[config.mk]
export PLATFORM = sky130hd
export DESIGN_NAME = cfg_access_router
export DESIGN_NICKNAME = d
export VERILOG_FILES = /design/src/rtl/cfg_router_pkg.sv /design/src/rtl/cfg_bus_regs.sv /design/src/rtl/cfg_filter.sv /design/src/rtl/cfg_addr_gen.sv /design/src/rtl/cfg_access_router.sv
export SDC_FILE = /design/constraint.sdc
export NUM_CORES = 1
export LEC_CHECK = 0
export BUFFER_PORTS_ARGS = -buffer_cell sky130_fd_sc_hd__buf_2
export CAP_MARGIN = 20
export CORE_MARGIN = 4
export CORE_UTILIZATION = 35
export DETAILED_ROUTE_END_ITERATION = 10
export GPL_TIMING_DRIVEN = 0
export PLACE_DENSITY = 0.72
export SETUP_SLACK_MARGIN = 0.2
export SYNTH_ARGS = -nofsm -noshare
export SYNTH_HDL_FRONTEND = slang
export SYNTH_HIERARCHICAL = 1
export SYNTH_SLANG_ARGS = --single-unit
[constraint.sdc]
create_clock -name clk -period 1.94 [get_ports clk]
set_input_delay 0.388 -clock clk [delete_from_list [all_inputs] [get_ports clk]]
set_output_delay 0.388 -clock clk [all_outputs]
set_load 0.02 [all_outputs]
[src/rtl/cfg_router_pkg.sv]
package cfg_router_pkg;
   localparam int BUS_W = 8;
   localparam int DEV_W = 5;
   localparam int FN_W  = 3;
   localparam int OFF_W = 12;

   typedef enum logic [2:0] {
      ST_IDLE,
      ST_LOCAL,
      ST_WINDOW,
      ST_REMOTE,
      ST_RESP
   } rtr_state_t;

   typedef enum logic [1:0] {
      TGT_REJECT,
      TGT_LOCAL,
      TGT_REMOTE
   } rtr_target_t;

   typedef struct packed {
      logic [BUS_W-1:0] bus;
      logic [DEV_W-1:0] dev;
      logic [FN_W-1:0]  fn;
   } bdf_t;
endpackage

[src/rtl/cfg_bus_regs.sv]
module cfg_bus_regs
   import cfg_router_pkg::*;
#(
   parameter logic [BUS_W-1:0] ROOT_RST = 8'd0,
   parameter logic [BUS_W-1:0] SEC_RST  = 8'd1
) (
   input  logic             clk,
   input  logic             rst_n,
   input  logic             we,
   input  logic [BUS_W-1:0] root_in,
   input  logic [BUS_W-1:0] sec_in,
   output logic [BUS_W-1:0] root_q,
   output logic [BUS_W-1:0] sec_q
);
   always_ff @(posedge clk or negedge rst_n) begin
      if (!rst_n) begin
         root_q <= ROOT_RST;
         sec_q  <= SEC_RST;
      end else if (we) begin
         root_q <= root_in;
         sec_q  <= sec_in;
      end
   end


   busnum_hold_chk: assert property (@(posedge clk) disable iff (!rst_n)
      !we |=> ($stable(root_q) && $stable(sec_q)));
endmodule

[src/rtl/cfg_filter.sv]
module cfg_filter
   import cfg_router_pkg::*;
(
   input  bdf_t             bdf,
   input  logic [BUS_W-1:0] root_bus,
   input  logic [BUS_W-1:0] sec_bus,
   output rtr_target_t      target
);
   always_comb begin
      if (bdf.bus == root_bus)
         target = ({bdf.dev, bdf.fn} == '0) ? TGT_LOCAL : TGT_REJECT;
      else if (bdf.bus == sec_bus)
         target = (bdf.dev == '0) ? TGT_REMOTE : TGT_REJECT;
      else
         target = TGT_REMOTE;
   end
endmodule

[src/rtl/cfg_addr_gen.sv]
module cfg_addr_gen
   import cfg_router_pkg::*;
#(
   parameter int                ADDR_W = 32,
   parameter logic [ADDR_W-1:0] BASE   = '0
) (
   input  logic [OFF_W-1:0]  off,
   output logic [ADDR_W-1:0] addr
);
   localparam logic [OFF_W-1:0] ALIGN_MASK = ~(OFF_W'(3));
   logic [OFF_W-1:0] off_al;
   assign off_al = off & ALIGN_MASK;

   generate
      if (ADDR_W <= OFF_W) begin : g_bad
         $error("cfg_addr_gen: ADDR_W must exceed the offset width");
      end
      if (BASE[OFF_W-1:0] == '0) begin : g_concat
         assign addr = {BASE[ADDR_W-1:OFF_W], off_al};
      end else begin : g_add
         assign addr = BASE + ADDR_W'(off_al);
      end
   endgenerate
endmodule

[src/rtl/cfg_access_router.sv]
module cfg_access_router
   import cfg_router_pkg::*;
#(
   parameter int                DATA_W   = 32,
   parameter int                ADDR_W   = 32,
   parameter logic [ADDR_W-1:0] LOC_BASE = 32'h4000_0000,
   parameter logic [ADDR_W-1:0] REM_BASE = 32'h6000_0000,
   localparam int               BE_W     = DATA_W / 8
) (
   input  logic              clk,
   input  logic              rst_n,
   input  logic              busnum_we,
   input  logic [7:0]        busnum_root_in,
   input  logic [7:0]        busnum_sec_in,
   input  logic              req_valid,
   output logic              req_ready,
   input  logic              req_write,
   input  logic [7:0]        req_bus,
   input  logic [4:0]        req_dev,
   input  logic [2:0]        req_fn,
   input  logic [11:0]       req_off,
   input  logic [DATA_W-1:0] req_wdata,
   input  logic [BE_W-1:0]   req_be,
   output logic              rsp_valid,
   output logic [DATA_W-1:0] rsp_rdata,
   output logic              loc_valid,
   output logic              loc_write,
   output logic [ADDR_W-1:0] loc_addr,
   output logic [DATA_W-1:0] loc_wdata,
   output logic [BE_W-1:0]   loc_be,
   input  logic              loc_ack,
   input  logic [DATA_W-1:0] loc_rdata,
   output logic              win_we,
   output logic [31:0]       win_data,
   output logic              rem_valid,
   output logic              rem_write,
   output logic [ADDR_W-1:0] rem_addr,
   output logic [DATA_W-1:0] rem_wdata,
   output logic [BE_W-1:0]   rem_be,
   input  logic              rem_ack,
   input  logic [DATA_W-1:0] rem_rdata
);
   localparam int BDF_W = BUS_W + DEV_W + FN_W;

   generate
      if (DATA_W % 8 != 0 || DATA_W < 8) begin : g_bad_data
         $error("cfg_access_router: DATA_W must be a multiple of 8");
      end
      if (BDF_W != 16) begin : g_bad_bdf
         $error("cfg_access_router: bus/device/function must fill 16 bits");
      end
   endgenerate

   rtr_state_t        state_q;
   rtr_target_t       tgt;
   bdf_t              req_bdf, bdf_q;
   logic              write_q;
   logic [OFF_W-1:0]  off_q;
   logic [DATA_W-1:0] wdata_q, rdata_q;
   logic [BE_W-1:0]   be_q;
   logic [BUS_W-1:0]  root_q, sec_q;
   logic              accept;

   assign req_bdf = '{bus: req_bus, dev: req_dev, fn: req_fn};
   assign accept  = req_valid && req_ready;

   cfg_bus_regs u_busregs (
      .clk     (clk),
      .rst_n   (rst_n),
      .we      (busnum_we),
      .root_in (busnum_root_in),
      .sec_in  (busnum_sec_in),
      .root_q  (root_q),
      .sec_q   (sec_q)
   );

   cfg_filter u_filter (
      .bdf      (req_bdf),
      .root_bus (root_q),
      .sec_bus  (sec_q),
      .target   (tgt)
   );

   cfg_addr_gen #(.ADDR_W(ADDR_W), .BASE(LOC_BASE)) u_loc_addr (
      .off  (off_q),
      .addr (loc_addr)
   );

   cfg_addr_gen #(.ADDR_W(ADDR_W), .BASE(REM_BASE)) u_rem_addr (
      .off  (off_q),
      .addr (rem_addr)
   );

   always_ff @(posedge clk or negedge rst_n) begin
      if (!rst_n) begin
         state_q <= ST_IDLE;
         bdf_q   <= '0;
         write_q <= 1'b0;
         off_q   <= '0;
         wdata_q <= '0;
         be_q    <= '0;
         rdata_q <= '0;
      end else begin
         case (state_q)
            ST_IDLE: if (req_valid) begin
               bdf_q   <= req_bdf;
               write_q <= req_write;
               off_q   <= req_off;
               wdata_q <= req_wdata;
               be_q    <= req_be;
               case (tgt)
                  TGT_LOCAL:  state_q <= ST_LOCAL;
                  TGT_REMOTE: state_q <= ST_WINDOW;
                  default: begin
                     rdata_q <= req_write ? '0 : '1;
                     state_q <= ST_RESP;
                  end
               endcase
            end
            ST_LOCAL: if (loc_ack) begin
               rdata_q <= write_q ? '0 : loc_rdata;
               state_q <= ST_RESP;
            end
            ST_WINDOW: state_q <= ST_REMOTE;
            ST_REMOTE: if (rem_ack) begin
               rdata_q <= write_q ? '0 : rem_rdata;
               state_q <= ST_RESP;
            end
            default: state_q <= ST_IDLE;
         endcase
      end
   end

   assign req_ready = (state_q == ST_IDLE);
   assign rsp_valid = (state_q == ST_RESP);
   assign rsp_rdata = rdata_q;
   assign loc_valid = (state_q == ST_LOCAL);
   assign loc_write = write_q;
   assign loc_wdata = wdata_q;
   assign loc_be    = be_q;
   assign win_we    = (state_q == ST_WINDOW);
   assign win_data  = {bdf_q, 16'h0000};
   assign rem_valid = (state_q == ST_REMOTE);
   assign rem_write = write_q;
   assign rem_wdata = wdata_q;
   assign rem_be    = be_q;


   root_reject_chk: assert property (@(posedge clk) disable iff (!rst_n)
      (accept && !req_write && req_bus == root_q && {req_dev, req_fn} != '0)
      |=> (rsp_valid && rsp_rdata == '1));


   sec_reject_chk: assert property (@(posedge clk) disable iff (!rst_n)
      (accept && req_bus != root_q && req_bus == sec_q && req_dev != '0)
      |=> rsp_valid);


   win_first_chk: assert property (@(posedge clk) disable iff (!rst_n)
      $rose(rem_valid) |-> $past(win_we));


   loc_hold_chk: assert property (@(posedge clk) disable iff (!rst_n)
      (loc_valid && !loc_ack) |=> (loc_valid && $stable(loc_addr) && $stable(loc_be)));


   rem_hold_chk: assert property (@(posedge clk) disable iff (!rst_n)
      (rem_valid && !rem_ack) |=> (rem_valid && $stable(rem_addr) && $stable(rem_be)));


   busy_chk: assert property (@(posedge clk) disable iff (!rst_n)
      accept |=> !req_ready);


   one_strobe_chk: assert property (@(posedge clk) disable iff (!rst_n)
      $onehot0({loc_valid, rem_valid, win_we, rsp_valid}));
endmodule

# Word-level counts from Yosys, hierarchy flattened
# Cells that the tools add are included.
# op_classes
n_eq_ne	12
muxes	17
n_reduce_logical	8
# op_table
op	n
two-way mux 32 bit	7
one-hot mux 32 bit (3 select lines)	1
equality test 8 bit	2
one-hot mux 3 bit (4 select lines)	1
two-way mux 3 bit	3
logical NOT 8 bit	1
equality test 3 x 2 -> 1 bit, second input constant	2
two-way mux 2 bit	3
one-hot mux 3 bit (2 select lines)	1
logical NOT 5 bit	1
AND reduction 5 bit	1
!= test 2 x 1 -> 1 bit, second input constant	2
!= test 2 bit, second input constant	2
equality test 3 x 1 -> 1 bit, second input constant	1
equality test 3 bit, second input constant	1
logical NOT 3 bit	1
AND reduction 3 bit	1
nonzero test 3 bit	1
equality test 2 x 1 -> 1 bit, second input constant	1
equality test 2 bit, second input constant	1
AND reduction 2 bit	1
OR reduction 2 bit	1
two-way mux 1 bit	1
# word_totals
input_bits	151
word_cells	48
reg_bits	116
output_inout_bits	207

# Longest topological paths before layout
# Gate-level depths: netlist of the first run.
# depth
word_depth	9
mapped_depth	9
ltp_nobuf	9

# Cells and area by module
# The synthesis of the first run kept the hierarchy.
# modules_own_cells
mod	area_each_um2	cells_per_inst	seq_area_each_um2	n_inst
cfg_access_router	4921.0	399	2502.4	1
cfg_bus_regs	650.6	34	401.6	1
cfg_addr_gen	247.7	34	0.0	2
cfg_filter	201.4	26	0.0	1

# Least setup slack after synthesis of the first run
# OpenSTA, ideal clock, no wires.
# synth_timing
path_type	input port to flip-flop
from	in req_dev[2]
to	reg rdata_q[10] (netlist: rsp_rdata[10])
slack_ns	-0.324
setup_time_ns	0.142
path_buffers	1
cell_stages	8
t_arrival_ns	2.122
required_time_ns	1.798
cell_sequence	or4_1 -> nor2_2 -> and3_2 -> inv_1 -> ha_1 -> a211oi_2 -> buf_2 -> a32oi_1
# synth_via
elab_cells_between_ends	11
classes_between	3 x eq/ne; 4 x mux; 4 x reduce/logical
# synth_lines
element	line	source
start: declaration	cfg_access_router.sv:19	input logic [4:0] req_dev,
logical NOT 8 bit *	cfg_filter.sv:11	target = ({bdf.dev, bdf.fn} == '0) ? TGT_LOCAL : TGT_REJECT;
two-way mux 1 bit *	cfg_filter.sv:11	
two-way mux 2 bit *	cfg_filter.sv:10	if (bdf.bus == root_bus)
via tgt[0]	cfg_access_router.sv:55	rtr_target_t tgt;
equality test 2 bit or equality test 2 x 1 -> 1 bit (tied branches)	cfg_access_router.sv:111	case (tgt)
OR reduction 2 bit (no line) *	n/a	
!= test 2 bit (no line) *	n/a	
AND reduction 5 bit (no line) *	n/a	
end signal: assignment	cfg_access_router.sv:115	rdata_q <= req_write ? '0 : '1;
end signal: assignment	cfg_access_router.sv:121	rdata_q <= write_q ? '0 : loc_rdata;
end signal: assignment	cfg_access_router.sv:126	rdata_q <= write_q ? '0 : rem_rdata;
end: declaration	cfg_access_router.sv:59	logic [DATA_W-1:0] wdata_q, rdata_q;
# Mark *: on every way through the listed nets, which the timed path passes. The rest lies on a longest branch.
# A chain may end at the register's enable or synchronous reset.

# Worst setup path after layout of the first run
# layout_timing
from	in req_dev[2]
to	reg rdata_q[16] (netlist: rsp_rdata[16])
# layout_via
elab_chain_cells	8
elab_cells_between_ends	11
classes_between	3 x eq/ne; 4 x mux; 4 x reduce/logical
# layout_rtl
element	line	source
logical NOT 5 bit *	cfg_filter.sv:13	target = (bdf.dev == '0) ? TGT_REMOTE : TGT_REJECT;
two-way mux 2 bit *	cfg_filter.sv:13	
two-way mux 2 bit *	cfg_filter.sv:12	else if (bdf.bus == sec_bus)
two-way mux 2 bit *	cfg_filter.sv:10	
via tgt[1]	cfg_access_router.sv:55	
equality test 2 bit or equality test 2 x 1 -> 1 bit (tied branches)	cfg_access_router.sv:111	
OR reduction 2 bit (no line) *	n/a	
!= test 2 bit (no line) *	n/a	
AND reduction 5 bit (no line) *	n/a	
# Marks and branches as above.

==> flow_metrics.py, run 1 <==
metrics = {
    "route": {
        "wl_per_cell_um": 15.2,
        "first_pass_iters": 4,
        "drt-total-wl_um": 17500,
        "detail_route.vias_per_cell": 4.30,
        "vias": 4975,
        "ant_nets": 0,
        "first_iter_violations": 144,
        "drc_errors": 0,
    },
    "layout": {
        "design_area_mm2": 0.00941,
        "stdcell_count": 1157,
        "final_nets": 1071,
        "layout-drive-gt1-share_pct": 63.7,
        "area_growth_pct": 51.9,
    },
    "cts": {
        "numClockSinks": 114,
        "cts_made_buffers": 17,
        "htree_levels": 4,
        "clkLatencyLatePin_ps": 410,
        "root_buffer": "clkbuf_16",
        "clockBufferDepth": 2,
        "cts_tree": "done",
        "clk_pin_slew_ps": 60,
    },
    "sta": {
        "setup_tns_ps": -7000,
        "worstMarginPinSlew_ps": 556,
        "setup_ws_ps": -228,
        "final-hold-violation-count": 0,
        "rsz0062_at_grt": "true",
        "min_period_over_period_pct": 112,
        "max-slew-margin-rel_pct": 62.9,
        "period_minus_slack_ps": 2170,
        "setup_viol": 33,
        "final.setup_skew_ps": 11.6,
        "drv_slew": 0,
        "timing.fmax_mhz": 461,
    },
    "placed_design": {
        "dp_cells": 1098,
        "placed_area_mm2": 0.00823,
        "gp_congestion": 0.786,
        "port_buffers": 294,
        "hpwl_um": 13400,
    },
    "status": {
        "violations": "setup timing",
        "outcome": "finished with violations",
    },
    "floorplanning": {
        "chipHeight_um": 141,
        "initial_utilization_pct": 35.8,
        "die_area_mm2": 0.0199,
        "core_region_area_mm2": 0.0173,
        "num_rows": 48,
        "fp.dieW_um": 141,
        "io_pins": 358,
    },
    "critical_path": {
        "critPathLaunchType": "input port",
        "critical_path.startpoint": "req_dev[2]",
        "critical_path_arrival_ps": 2440,
        "endpoint_kind": "flip-flop",
        "crit_required_ps": 2210,
        "criticalPathCategory": "in -> reg",
        "crit_fanout": 10,
        "rr_worst_depth": 9,
        "r2r_start": "u_busregs/sec_q[0]",
    },
    "logic_synthesis": {
        "synth_cells": 523,
        "syn_area_mm2": 0.00620,
        "yosysWarnings": 6,
        "syn_avg_cell_area_um2": 11.8,
    },
    "power": {
        "p_int_mw": 9.80,
        "pwr-share-seq_pct": 25.5,
        "leakage_nw": 4.88,
        "power.switching_mw": 6.76,
        "fin_total_pwr_mw": 16.6,
        "swShare_pct": 40.8,
        "clkPwrFrac_pct": 18.7,
        "p_comb_share_pct": 55.8,
        "cellPowerDensity_mw_per_mm2": 1760,
        "peakVddDrop_v": 0.00110,
    },
    "global_route": {
        "grt_first_pass_wirelength_um": 26400,
        "antenna_found_initial": 2,
        "grt.total_usage_pct": 16.6,
        "overflow": 0,
        "first_global_vias": 4981,
        "grt_max_degree": 59,
    },
    "min_path": {
        "hold_depth": 2,
        "hp-class": "in -> reg",
        "hp-start": "req_wdata[11]",
    },
    "job": {
        "maxCapViolCount": 0,
    },
}
## per-stage QoR
| step | setup WS, ps | hold WS, ps | util, % |
|---|---|---|---|
| 3_5_place_dp | -888 | 400 | 47.6 |
| 4_1_cts | -225 | 172 | 52.7 |
| 6_report | -228 | 192 | 54.4 |
| 5_1_grt | -343 | 176 | 54.4 |
| 2_1_floorplan | -317 | 92.4 | - |
| 3_3_place_gp | -957 | 465 | 47.4 |
## cells in the final DEF (no fill, tap or decap), drive strengths merged, types with 3 or more instances in the layout
master    count
buf         458
nor3b         4
clkinv        4
clkinvlp      4
nand2        34
nand4         3
xnor2        14
dfrtp       113
a32oi        32
a21oi         3
mux2        111
nor3          3
inv          37
clkbuf       27
conb         60
## routing by layer
layer	GRT usage, %	vias to the layer above	share of wire (%)
met3	5.63	18	7.4
met5	0	-	0.074
li1	-	2408	-
met1	19.2	2355	39
met2	29.3	192	52
met4	4.90	2	1.3
## power groups by stage
stage / Clock [mW] / Combinational, mW / Sequential (mW)
floorplan: 0 / 4.53 / 5.26
global placement: 0 / 8.05 / 4.19
detailed placement: 0 / 8.18 / 4.23
CTS: 3.18 / 8.77 / 4.21
global route: 3.28 / 9.87 / 4.39
finish: 3.10 / 9.24 / 4.22
## path summary, 6_finish.rpt
kind | endpoint | slack [ps]
max in group asynchronous | u_busregs/sec_q[0] | 710
worst max-delay path | rsp_rdata[16] | -230
worst min register to register | win_data[21] | 480
worst min-delay path | loc_wdata[11] | 190
min in group asynchronous | loc_wdata[4] | 530
worst max register to register | rsp_rdata[16] | -210
## critical path: stages
cell and delay, ps:
buf_2 100, or4_4 530, nor2_2 160, nor4_2 70
a31oi_2 300, ha_4 270, a211oi_4 210, buf_6 190
buf_8 140, a32oi_1 60
## registers in the layout, indices dropped and copies added, names as in the netlist
register          cells
loc_be                4
loc_wdata            32
loc_write             1
off_q                10
rsp_rdata            32
state_q               3
u_busregs/root_q      8
u_busregs/sec_q       8
win_data             16
## repair_timing
action | 4_1_cts | 5_1_grt
gates resized for setup | 44 | 34
endpoints found under the hold margin | 57 | 0
endpoints found under the setup margin | 99 | 82
pin swaps | 21 | 4
buffers inserted | 11 | 9
hold buffers | 1 | 0
gates cloned | 1 | 4
## layout make-up
type / instances / area, um2
Clock inverter: 11 / 130
Antenna cell: 1 / 2.50
Sequential cell: 114 / 2860
Tap cell: 225 / 282
Clock buffer: 21 / 460
Buffer: 144 / 1250
Timing Repair Buffer: 321 / 1810
Multi-Input combinational cell: 284 / 2480
Inverter: 36 / 143
Fill cell: 1524 / 7880
(Power assumes the default switching activity.)
==> run 2: changes to the inputs <==
--- a/config.mk
+++ b/config.mk
@@ -6,7 +6,8 @@
 export NUM_CORES = 1
 export LEC_CHECK = 0
 export BUFFER_PORTS_ARGS = -buffer_cell sky130_fd_sc_hd__buf_2
-export CAP_MARGIN = 20
+export CAP_MARGIN = 10
+export CORE_ASPECT_RATIO = 0.5
 export CORE_MARGIN = 4
 export CORE_UTILIZATION = 35
 export DETAILED_ROUTE_END_ITERATION = 10
@@ -17,3 +18,4 @@
 export SYNTH_HDL_FRONTEND = slang
 export SYNTH_HIERARCHICAL = 1
 export SYNTH_SLANG_ARGS = --single-unit
+export TNS_END_PERCENT = 10
==> run 2 against run 1 <==
The run still ends with setup timing left. First-iteration DRC count is 33% higher. Global-route usage shrank 0.19 points. Routed wire length rose by 2.7%. Clock power increased by 2%. Non-clock buffer count decreased by 21. Via count down 0.68%. Hold slack better by 6.3 ps. Critical endpoint is now rsp_rdata[26]. Largest power group unchanged.
==> flow_metrics.py, run 2 (synthesis gave the netlist of run 1 again) <==
metrics = {
    "sta": {
        "final-hold-violation-count": 0,
        "rsz0062_at_grt": "true",
        "min_period_over_period_pct": 118,
        "setup_viol": 34,
        "setup_ws_ps": -340,
        "timing.fmax_mhz": 439,
        "max-slew-margin-rel_pct": 66.4,
        "period_minus_slack_ps": 2280,
        "worst_hold_slack_ps": 199,
        "final.setup_skew_ps": 9.84,
        "setup_tns_ps": -9590,
        "drv_slew": 0,
        "worstMarginPinSlew_ps": 497,
    },
    "floorplanning": {
        "core_region_area_mm2": 0.0174,
        "io_pins": 358,
        "num_rows": 34,
        "die_area_mm2": 0.0200,
        "fp.dieW_um": 196,
        "chipHeight_um": 102,
        "initial_utilization_pct": 35.7,
    },
    "critical_path": {
        "reg2reg_setup_slack_ps": -340,
        "criticalPathCategory": "reg -> reg",
        "timing.rr.end": "rsp_rdata[26]",
        "rr_worst_depth": 8,
        "endpoint_kind": "flip-flop",
        "crit_required_ps": 2240,
        "critPathLaunchType": "flip-flop",
        "critical_path_arrival_ps": 2580,
        "crit_fanout": 5,
        "r2r_start": "u_busregs/sec_q[0]",
    },
    "route": {
        "vias": 4941,
        "first_iter_violations": 191,
        "detail_route.vias_per_cell": 4.32,
        "drc_errors": 0,
        "first_pass_iters": 4,
        "ant_nets": 0,
        "wl_per_cell_um": 15.8,
        "drt-total-wl_um": 18000,
    },
    "min_path": {
        "hold_depth": 2,
        "hp-start": "req_off[11]",
        "hp-class": "in -> reg",
        "holdPathEnd": "off_q[11]",
    },
    "layout": {
        "utilization_pct": 53.5,
        "n_fill_cell": 1566,
        "area.sequential_mm2": 0.00286,
        "final_cell_mix": "buf_2 (291), buf_4 (128), dfrtp_1 (111)",
        "layout_commonest_cell": "buf_2",
        "layout-drive-gt1-share_pct": 65.6,
        "multi_input_area_mm2": 0.00258,
        "diodes": 0,
        "area_growth_pct": 49.8,
        "final_nets": 1050,
    },
    "global_route": {
        "antenna_found_initial": 0,
        "grt.total_usage_pct": 16.4,
        "overflow": 0,
        "grt_first_pass_wirelength_um": 26100,
        "grt_max_degree": 74,
        "first_global_vias": 4904,
    },
    "power": {
        "fin_total_pwr_mw": 16.7,
        "peakVddDrop_v": 0.000884,
        "cellPowerDensity_mw_per_mm2": 1800,
        "leakage_nw": 4.84,
    },
    "cts": {
        "root_buffer": "clkbuf_16",
        "clockBufferDepth": 2,
        "clk_pin_slew_ps": 60,
        "clkLatencyLatePin_ps": 400,
        "cts_tree": "done",
        "htree_levels": 4,
        "cts_made_buffers": 17,
        "numClockSinks": 114,
    },
    "placed_design": {
        "port_buffers": 294,
        "gp_congestion": 0.818,
        "dpl_worst_slack_ps": -877,
        "hpwl_um": 13800,
    },
    "job": {
        "maxCapViolCount": 0,
    },
    "status": {
        "outcome": "finished with violations",
        "violations": "setup timing",
    },
}
==> run 2: layout make-up <==
| class | count | share of cell area (%) |
|---|---|---|
| sequential | 114 | 30.8 |
| clock buffer | 20 | 4.70 |
| multi-input combinational | 284 | 27.8 |
| inverter | 36 | 1.46 |
| clock inverter | 12 | 1.71 |
| tap | 234 | 3.15 |
| buffer | 144 | 13.4 |
| timing repair buffer | 300 | 16.9 |
==> run 2: how the worst max path moves through the flow <==
| stage | from | to | depth (start not counted) |
|---|---|---|---|
| CTS | u_busregs/sec_q[0] | rsp_rdata[15] | 9 |
| global route | u_busregs/sec_q[0] | rsp_rdata[26] | 8 |
| finish | u_busregs/sec_q[0] | rsp_rdata[26] | 8 |
| floorplan | req_dev[2] | rsp_rdata[10] | 8 |
| detailed placement | req_dev[2] | rsp_rdata[11] | 9 |
| global placement | rst_n | rsp_rdata[7] | 1 |
==> run 2: routing by layer <==
| metal | up-vias | wire, um | global-route usage, % | share of wire (%) |
|---|---|---|---|---|
| met1 | 2435 | 7280 | 19.8 | 40 |
| li1 | 2351 | - | - | - |
| met5 | - | 0 | 0 | 0 |
| met2 | 132 | 9590 | 29.8 | 53 |
| met4 | 0 | 343 | 6.06 | 1.9 |
| met3 | 23 | 798 | 3.13 | 4.4 |
==> run 2: report_power, final <==
group          leakage [nW]  internal [mW]  switching, mW
Sequential             1.36           3.49          0.802
Clock                 0.285           2.03           1.14
Combinational          3.20           4.33           4.87
==> run 2: critical path: stages (launching register included) <==
cell and delay [ps]:
dfstp_2 530, xnor2_1 110, nand4_1 150, nor4_2 270, a31oi_2 190, ha_4 280
a31o_4 260, clkbuf_16 170, a32oi_1 220
==> run 2: per-stage QoR <==
| step | area, um2 | std cells |
|---|---|---|
| finish | 9280 | 1144 |
| global route | 9280 | 1144 |
| CTS | 9000 | 1144 |
| detailed placement | 8220 | 1107 |
| global placement | 8190 | 1106 |
| floorplan | 6420 | 578 |
==> run 2: timing repair <==
action,in CTS,in global routing
setup endpoints to repair,90,99
hold buffers,1,0
cloned,1,0
resized for setup,33,67
setup buffers,3,0
endpoints found under the hold margin,41,0
pin swaps,18,13
==> run 3: changes to the inputs <==
--- a/config.mk
+++ b/config.mk
@@ -5,6 +5,7 @@
 export SDC_FILE = /design/constraint.sdc
 export NUM_CORES = 1
 export LEC_CHECK = 0
+export ABC_AREA = 1
 export BUFFER_PORTS_ARGS = -buffer_cell sky130_fd_sc_hd__buf_2
 export CAP_MARGIN = 10
 export CORE_ASPECT_RATIO = 0.5
@@ -12,7 +13,7 @@
 export CORE_UTILIZATION = 35
 export DETAILED_ROUTE_END_ITERATION = 10
 export GPL_TIMING_DRIVEN = 0
-export PLACE_DENSITY = 0.72
+export PLACE_DENSITY = 0.7
 export SETUP_SLACK_MARGIN = 0.2
 export SYNTH_ARGS = -nofsm -noshare
 export SYNTH_HDL_FRONTEND = slang
==> run 3 against run 2 <==
Critical path type unchanged. Largest cell class unchanged. Routed wire length is 19% higher. Final cell count is 40% higher. The flow still finishes with violations (setup timing). Register-to-register slack better by 70 ps.
==> flow_metrics.py, run 3 <==
metrics = {
    "status": {
        "outcome": "finished with violations",
        "violations": "setup timing",
    },
    "placed_design": {
        "dpl_worst_slack_ps": -549,
        "hpwl_um": 16900,
        "port_buffers": 294,
        "gp_congestion": 0.876,
        "dp_cells": 1566,
    },
    "global_route": {
        "grt_max_degree": 88,
        "antenna_found_initial": 1,
        "grt_first_pass_wirelength_um": 33600,
        "grt.total_usage_pct": 18.8,
        "overflow": 0,
        "first_global_vias": 6910,
    },
    "route": {
        "drt-total-wl_um": 21500,
        "detail_route.vias_per_cell": 4.39,
        "first_iter_violations": 492,
        "drc_errors": 0,
        "ant_nets": 0,
        "vias": 7041,
        "first_pass_iters": 5,
        "wl_per_cell_um": 13.4,
    },
    "cts": {
        "htree_levels": 4,
        "cts_tree": "done",
        "clkLatencyLatePin_ps": 410,
        "clk_pin_slew_ps": 50,
        "numClockSinks": 114,
        "root_buffer": "clkbuf_16",
        "cts_made_buffers": 17,
        "clockBufferDepth": 2,
    },
    "power": {
        "power.switching_mw": 7.05,
        "leakage_nw": 5.95,
        "p_comb_share_pct": 52.9,
        "peakVddDrop_v": 0.000668,
        "swShare_pct": 44.6,
        "p_int_mw": 8.75,
        "pwr-share-seq_pct": 26.0,
        "clkPwrFrac_pct": 21.0,
        "cellPowerDensity_mw_per_mm2": 1620,
    },
    "logic_synthesis": {
        "synth_cells": 957,
        "syn_avg_cell_area_um2": 7.19,
        "yosysWarnings": 6,
        "syn_area_mm2": 0.00688,
    },
    "layout": {
        "utilization_pct": 51.6,
        "final_nets": 1484,
        "area_growth_pct": 41.3,
        "final_cell_mix": "buf_2 (310), nand2_1 (299), nand3_1 (162)",
        "layout-drive-gt1-share_pct": 38.0,
        "layout_commonest_cell": "buf_2",
        "stdcell_count": 1603,
    },
    "critical_path": {
        "critPathLaunchType": "flip-flop",
        "rr_worst_depth": 14,
        "endpoint_kind": "flip-flop",
        "crit_end": "rsp_rdata[8]",
        "critical_path.startpoint": "u_busregs/sec_q[0]",
        "criticalPathCategory": "reg -> reg",
        "crit_required_ps": 2220,
        "worst_path_most_repeated_cell": "nand2_1",
        "cp_slowest_stage_delay_ps": 550,
        "critical_path_arrival_ps": 2490,
        "timing.rr.end": "rsp_rdata[8]",
        "worstPathCellList": "inv_1, nand2_1, nand2_1, nor2_1, nand3_1, nor2_1, nor2_1, ha_4, nand2_4, a21oi_4, nand4_4, buf_4, nand2_1, nand2_1",
        "crit_slowest_cell": "dfstp_2",
        "crit_fanout": 7,
        "r2r_start": "u_busregs/sec_q[0]",
        "reg2reg_setup_slack_ps": -270,
    },
    "sta": {
        "worst_hold_slack_ps": 195,
        "drv_slew": 0,
        "final.setup_skew_ps": 15.5,
        "setup_viol": 34,
        "min_period_over_period_pct": 114,
        "period_minus_slack_ps": 2210,
        "rsz0062_at_grt": "true",
        "final-hold-violation-count": 0,
        "setup_tns_ps": -7780,
        "timing.fmax_mhz": 453,
        "setup_ws_ps": -266,
    },
    "min_path": {
        "hp-class": "in -> reg",
    },
    "job": {
        "maxCapViolCount": 0,
    },
    "floorplanning": {
        "fp.dieW_um": 206,
        "num_rows": 35,
        "core_region_area_mm2": 0.0188,
        "initial_utilization_pct": 36.5,
        "die_area_mm2": 0.0221,
        "io_pins": 358,
        "chipHeight_um": 107,
    },
}
-- run 3: cell types whose count changed in the layout (fill, tap and decap cells not counted), sizes merged, moves of 12 or more --
cell / before / now
a32oi: 32 / 0
clkbuf: 22 / 44
inv: 37 / 94
mux2: 111 / 0
nand2: 34 / 310
nand3: 0 / 164
nor2: 2 / 81
xnor2: 14 / 2
-- run 3: how the worst min path moves through the flow --
stage	startpoint	endpoint	slack [ps]	cells after the start
CTS	busnum_root_in[5]	u_busregs/root_q[5]	180	3
detailed placement	rst_n	loc_wdata[24]	270	1
finish	busnum_sec_in[1]	u_busregs/sec_q[1]	200	3
global route	busnum_sec_in[0]	u_busregs/sec_q[0]	200	3
floorplan	rst_n	loc_be[0]	90	0
global placement	win_data[30]	win_data[30]	450	2
-- run 3: per-layer routing --
metal | global-route usage, % | up-vias | part of all wire [%]
met3 | 3.54 | 36 | 5.2
met1 | 23.0 | 3268 | 42
met4 | 7.54 | 0 | 2.6
met2 | 32.9 | 238 | 50
li1 | - | 3499 | -
met5 | 0 | - | 0
-- run 3: what timing repair did --
action / CTS / global route
pin swaps: 8 / 2
cloned: 1 / 0
hold buffers: 1 / 0
hold endpoints to repair: 27 / 0
setup buffers: 2 / 1
endpoints found under the setup margin: 48 / 49
resized for setup: 23 / 6
-- run 3: layout make-up --
class | instances | area (um2)
fill | 1887 | 9110
sequential | 114 | 2860
multi-input combinational | 634 | 2780
timing repair buffer | 300 | 1570
buffer | 170 | 1200
clock buffer | 22 | 474
inverter | 94 | 365
tap | 259 | 324
clock inverter | 9 | 154
antenna | 1 | 2.50
-- run 3: power groups by stage --
stage	logic [mW]	clock network [mW]	registers [mW]
after CTS	8.42	3.40	4.12
after global routing	9.18	3.51	4.25
after floorplan	4.64	0	4.99
after global placement	8.08	0	4.09
final	8.36	3.32	4.12
after detailed placement	8.21	0	4.13
-- run 3: metrics by stage --
stage	power, mW	area (um2)
2_1_floorplan	9.63	7130
3_3_place_gp	12.2	8920
3_5_place_dp	12.3	8950
4_1_cts	15.9	9710
5_1_grt	16.9	9720
6_report	15.8	9720
-- run 3: worst max-delay path: cells and delay by family (launching register included) --
family	cells	cell delay, ps
fa+ha+maj	1	280
flops	1	550
buf+inv	2	260
compound gates	1	190
simple gates	10	790
